**config.mk**
```make
export PLATFORM = sky130hd
export DESIGN_NAME = fb_fetch_addr_gen
export DESIGN_NICKNAME = d
export VERILOG_FILES = /design/src/rtl/fb_fetch_pkg.sv /design/src/rtl/fb_cfg_shadow.sv /design/src/rtl/fb_line_tracker.sv /design/src/rtl/fb_addr_walker.sv /design/src/rtl/fb_fetch_addr_gen.sv
export SDC_FILE = /design/constraint.sdc
export NUM_CORES = 1
export LEC_CHECK = 0
export BUFFER_PORTS_ARGS = -buffer_cell sky130_fd_sc_hd__buf_2
export CAP_MARGIN = 20
export CORE_UTILIZATION = 40
export CTS_BUF_LIST = sky130_fd_sc_hd__clkbuf_8
export CTS_CLUSTER_DIAMETER = 30
export CTS_CLUSTER_SIZE = 14
export DETAILED_ROUTE_END_ITERATION = 12
export PLACE_DENSITY = 0.64
export SLEW_MARGIN = 10
export SYNTH_ARGS = -nofsm -noshare
export SYNTH_HDL_FRONTEND = slang
export SYNTH_HIERARCHICAL = 1
export SYNTH_SLANG_ARGS = --single-unit
```
**constraint.sdc**
```tcl
create_clock -name clk -period 5.2 [get_ports clk]
set_input_delay 0.78 -clock clk [delete_from_list [all_inputs] [get_ports clk]]
set_output_delay 0.78 -clock clk [all_outputs]
set_load 0.005 [all_outputs]
```
**src/rtl/fb_fetch_pkg.sv**
```systemverilog
package fb_fetch_pkg;

    localparam int HW_W    = 21;
    localparam int BANK_W  = 9;
    localparam int PW_W    = 10;
    localparam int SKIP_W  = 11;
    localparam int ADDR_W  = 32;
    localparam int COL_W   = PW_W + 1;
    localparam logic [HW_W-1:0] WORD_STEP = HW_W'(2);

    typedef enum logic [1:0] {
        ST_IDLE,
        ST_WAIT_LINE,
        ST_FETCH,
        ST_DONE
    } walk_state_t;

    typedef struct packed {
        logic [BANK_W-1:0] bank;
        logic [HW_W-1:0]   end_base;
        logic [PW_W-1:0]   page_w;
        logic [SKIP_W-1:0] skip;
    } walk_cfg_t;

    function automatic logic [ADDR_W-1:0] make_byte_addr(
        input logic [BANK_W-1:0] bank,
        input logic [HW_W-1:0]   hw
    );
        return {1'b0, bank, hw[HW_W-1:1], 2'b00};
    endfunction

endpackage

```
**src/rtl/fb_cfg_shadow.sv**
```systemverilog
module fb_cfg_shadow
    import fb_fetch_pkg::*;
(
    input  logic              clk,
    input  logic              rst,
    input  logic              capture,
    input  logic [BANK_W-1:0] bank_in,
    input  logic [HW_W-1:0]   end_in,
    input  logic [PW_W-1:0]   page_w_in,
    input  logic [SKIP_W-1:0] skip_in,
    output walk_cfg_t         cfg
);

    always_ff @(posedge clk) begin
        if (rst) begin
            cfg <= '0;
        end else if (capture) begin
            cfg <= '{bank: bank_in, end_base: end_in,
                     page_w: page_w_in, skip: skip_in};
        end
    end

endmodule

```
**src/rtl/fb_line_tracker.sv**
```systemverilog
module fb_line_tracker
    import fb_fetch_pkg::*;
(
    input  logic            clk,
    input  logic            rst,
    input  logic            clear,
    input  logic            step,
    input  logic [PW_W-1:0] page_w,
    output logic            line_last
);

    logic [COL_W-1:0] col_q;
    logic [COL_W-1:0] col_after;

    assign col_after = col_q + COL_W'(2);
    assign line_last = (col_after >= {1'b0, page_w});

    always_ff @(posedge clk) begin
        if (rst || clear) begin
            col_q <= '0;
        end else if (step) begin
            col_q <= col_after;
        end
    end

endmodule

```
**src/rtl/fb_addr_walker.sv**
```systemverilog
module fb_addr_walker
    import fb_fetch_pkg::*;
(
    input  logic              clk,
    input  logic              rst,
    input  logic              load,
    input  logic [HW_W-1:0]   load_val,
    input  logic              step,
    input  logic              line_last,
    input  logic [SKIP_W-1:0] skip,
    output logic [HW_W-1:0]   cur,
    output logic [HW_W-1:0]   nxt
);

    logic [HW_W-1:0] extra;

    assign extra = line_last ? HW_W'(skip) : '0;
    assign nxt   = cur + WORD_STEP + extra;

    always_ff @(posedge clk) begin
        if (rst) begin
            cur <= '0;
        end else if (load) begin
            cur <= load_val;
        end else if (step) begin
            cur <= nxt;
        end
    end

endmodule

```
**src/rtl/fb_fetch_addr_gen.sv**
```systemverilog
module fb_fetch_addr_gen
    import fb_fetch_pkg::*;
(
    input  logic              clk,
    input  logic              rst,
    input  logic [BANK_W-1:0] cfg_bank,
    input  logic [HW_W-1:0]   cfg_start_base,
    input  logic [HW_W-1:0]   cfg_end_base,
    input  logic [PW_W-1:0]   cfg_page_width,
    input  logic [SKIP_W-1:0] cfg_line_skip,
    input  logic              frame_start,
    input  logic              line_start,
    input  logic              rd_ready,
    output logic              rd_valid,
    output logic [ADDR_W-1:0] rd_addr
);

    walk_state_t     state_q, state_d;
    walk_cfg_t       cfg;
    logic [HW_W-1:0] cur_hw, nxt_hw;
    logic            line_last;
    logic            accept;
    logic            line_open;

    assign accept    = (state_q == ST_FETCH) && rd_ready && !frame_start;
    assign line_open = (state_q == ST_WAIT_LINE) && line_start && !frame_start;

    fb_cfg_shadow u_shadow (
        .clk       (clk),
        .rst       (rst),
        .capture   (frame_start),
        .bank_in   (cfg_bank),
        .end_in    (cfg_end_base),
        .page_w_in (cfg_page_width),
        .skip_in   (cfg_line_skip),
        .cfg       (cfg)
    );

    fb_line_tracker u_line (
        .clk       (clk),
        .rst       (rst),
        .clear     (frame_start || line_open),
        .step      (accept),
        .page_w    (cfg.page_w),
        .line_last (line_last)
    );

    fb_addr_walker u_walk (
        .clk       (clk),
        .rst       (rst),
        .load      (frame_start),
        .load_val  (cfg_start_base),
        .step      (accept),
        .line_last (line_last),
        .skip      (cfg.skip),
        .cur       (cur_hw),
        .nxt       (nxt_hw)
    );

    always_comb begin
        state_d = state_q;
        if (frame_start) begin
            state_d = ST_WAIT_LINE;
        end else begin
            unique case (state_q)
                ST_IDLE:      state_d = ST_IDLE;
                ST_WAIT_LINE: begin
                    if (line_start) begin
                        state_d = (cur_hw >= cfg.end_base) ? ST_DONE : ST_FETCH;
                    end
                end
                ST_FETCH: begin
                    if (rd_ready) begin
                        if (nxt_hw >= cfg.end_base)  state_d = ST_DONE;
                        else if (line_last)          state_d = ST_WAIT_LINE;
                        else                         state_d = ST_FETCH;
                    end
                end
                ST_DONE:      state_d = ST_DONE;
                default:      state_d = ST_IDLE;
            endcase
        end
    end

    always_ff @(posedge clk) begin
        if (rst) begin
            state_q <= ST_IDLE;
        end else begin
            state_q <= state_d;
        end
    end

    assign rd_valid = (state_q == ST_FETCH);
    assign rd_addr  = make_byte_addr(cfg.bank, cur_hw);

endmodule

```
==> run metrics <==
outcome finished with violations; failing checks negative setup slack; # hold bufs at CTS 0; first-pass GRT wire length 23,750 µm; Required @ worst endpoint 5.45 ns; Final Critical Period 5.259 ns; die area 14,820 µm²; DR iter-0 viols 197; # diodes 0; sum of negative setup slack -0.05869 ns; final wirelength 14,900 µm; Fillers 1,327; most common cell in the netlist nor2_1; via count 4,944; hold crit path type reg2reg; dominant cell type by area after synthesis dfxtp_1; peak supply drop 0.0001190 V; CP startpoint kind register; Die H 121.7 µm; Routed Antenna Nets 0; PortBufs 106; Slew HR 40.50%; fin crit share 101.1%; drt wl/cell 15.38 µm; vias per cell 5.102; Placeable Area 13,930 µm²; all-layer global routing usage 20.66%; vias in the first global route 4,925; initial antenna violation count 0; element type at the critical path end register; crit path DAT 5.51 ns; Yosys cell types 67; Yosys reg bits 84; Worst-path clk slew 0.09 ns; Die W 121.7 µm; synth top area cells dfxtp_1, ha_1, mux2i_1, nor2_1, xnor2_1; Syn Area/Cell 8.902 µm²; Seq/Total Area, Yosys 29.33%; Row Count 43; Top FF cell, synth dfxtp_1; CTS buffer count 9; CTS tree built; Area Growth Syn to Fin 25.10%; Final GP Congestion 0.8900; DRC Markers 0; crit path kind reg2reg; Pwr Total 1.630 mW; final clock skew 0.01412 ns; Max clock buf depth 2; CTS H-tree lvls 3; Mapped Cells 644; fmax 0.1902 GHz; largest net degree at the start of global routing 45; YS warnings 6; Initial Util 41.14%; Post-synth EDFFs 0; Synth top area share 29.33%; Clock Latency Late Sink 0.37 ns; Non-Filler Instances 969; Max Cap Violations 0; Area after DPL 6571 µm²; Synth top cells by count nor2_1, dfxtp_1, ha_1; Final setup viols 1; unrepaired setup endpoints after global routing yes; Final Max Slew Viols 0; worst hold slack 0.5024 ns; Mapped Area 5733 µm²; Slew @ Worst Pin 0.8915 ns; clock root buffer clkbuf_8; Fin. Hold Viols 0; LEAKAGE 3.287 nW; final setup margin -0.05869 ns; Cells after DPL 941; share of layout cells above drive strength 1 29.91%; Cell Pwr Density 227.2 nW/µm²; ys async rst share 0%; nets 936; Sink Count 84; fin area 7172 µm²; hpwl dp 11,420 µm; GRT overflow 0; CP Max Fanout 6; Top Ports 110; drt pass-1 iters 5
==> layout make-up <==
class	instances	area (µm²)	share of cell area, %
Tap cell	180	225.2	3.140
Clock buffer	11	151.4	2.111
Multi-Input combinational cell	488	3944	54.99
Sequential cell	84	1693	23.60
Clock inverter	5	81.33	1.134
Inverter	45	168.9	2.355
Timing Repair Buffer	156	908.4	12.67
==> flip-flops by register name (all words and copies together) (netlist names) <==
register	count
state_q	2
u_line/col_q	10
u_shadow/cfg	51
u_walk/cur	21
==> layer usage <==
metal	routed length, µm	up-vias	track usage, %
li1	-	2523	-
met1	6759	2324	24.90
met2	7300	85	36.47
met3	629	12	4.728
met4	209	0	5.787
met5	0	-	0
==> worst max-delay path, cell delays in order (launching register included) <==
cell       delay (ns)
dfxtp_4          0.38
and3_4           0.21
nand3_4          0.09
xnor2_2          0.14
ha_1             0.32
o21a_1           0.14
o2111ai_2        0.18
a31oi_2          0.08
or4_4            0.55
and2_4           0.17
ha_4             0.15
ha_4             0.16
fa_2             0.36
a21o_4           0.22
a221oi_4         0.33
o21ai_2          0.10
a21oi_2          0.21
nor2_1           0.09
xor2_1           0.15
ha_1             0.32
nand2_1          0.08
nor2_1           0.04
a211oi_1         0.20
o21ai_1          0.11
a21oi_2          0.17
buf_4            0.14
o221ai_2         0.07
==> cells by family (layout without fill, tap and decap cells) <==
group	count (synthesis)	in the layout	synth area share (%)
and+or+nand+nor	207	208	17.44
AOI/OAI and AO/OA	99	99	12.46
DFF	84	84	29.33
adders and majority gates	75	75	16.50
buffers and inverters	75	217	7.136
muxes	61	61	10.65
xor gates and xnor gates	42	42	6.416
other	1	3	0.06541
==> metrics by stage <==
step | worst slack [ns] | utilization, %
3_5_place_dp | -0.2193 | 47.16
2_1_floorplan | 0.008929 | -
6_report | -0.05869 | 51.47
4_1_cts | -0.07342 | 50.92
5_1_grt | -0.2707 | 51.47
3_3_place_gp | -0.03245 | 47.16
==> where the power goes <==
group | internal [mW] | switching, mW
logic | 0.179 | 0.194
registers | 0.678 | 0.0362
clock network | 0.298 | 0.245
==> path summary, 6_finish.rpt <==
kind,startpoint,to,slack (ns),cells after the start
hold reg to reg,u_shadow/cfg[1],u_shadow/cfg[1],0.50,2
setup / recovery,u_line/col_q[1],state_q[0],-0.06,26
hold / removal,u_shadow/cfg[1],u_shadow/cfg[1],0.50,2
setup reg to reg,u_line/col_q[1],state_q[0],-0.06,26
==> timing repair <==
action,in CTS,in global routing
buffers inserted,7,4
gates resized for setup,37,7
cloned,1,0
pin swaps,21,9
setup endpoints to repair,2,2
==> cell usage in the layout (no fill, tap or decap), types with 3 or more instances in the layout <==
cell type	count
buf_2	105
nor2_1	101
dfxtp_1	79
ha_1	61
mux2i_1	61
buf_4	51
inv_1	44
nand2_1	25
a21oi_1	24
xnor2_1	20
xor2_1	19
a211oi_1	14
ha_4	13
nand3_1	12
nand4_1	12
and2_1	12
clkbuf_8	11
nor3_1	11
o21ai_0	10
a21oi_2	8
nor2b_1	5
a21o_1	5
o21ai_1	4
or3_1	4
o21bai_1	3
and3_1	3
a31oi_1	3
conb_1	3
xnor2_2	3
dfxtp_2	3
Power figures use the tool's default switching activity.
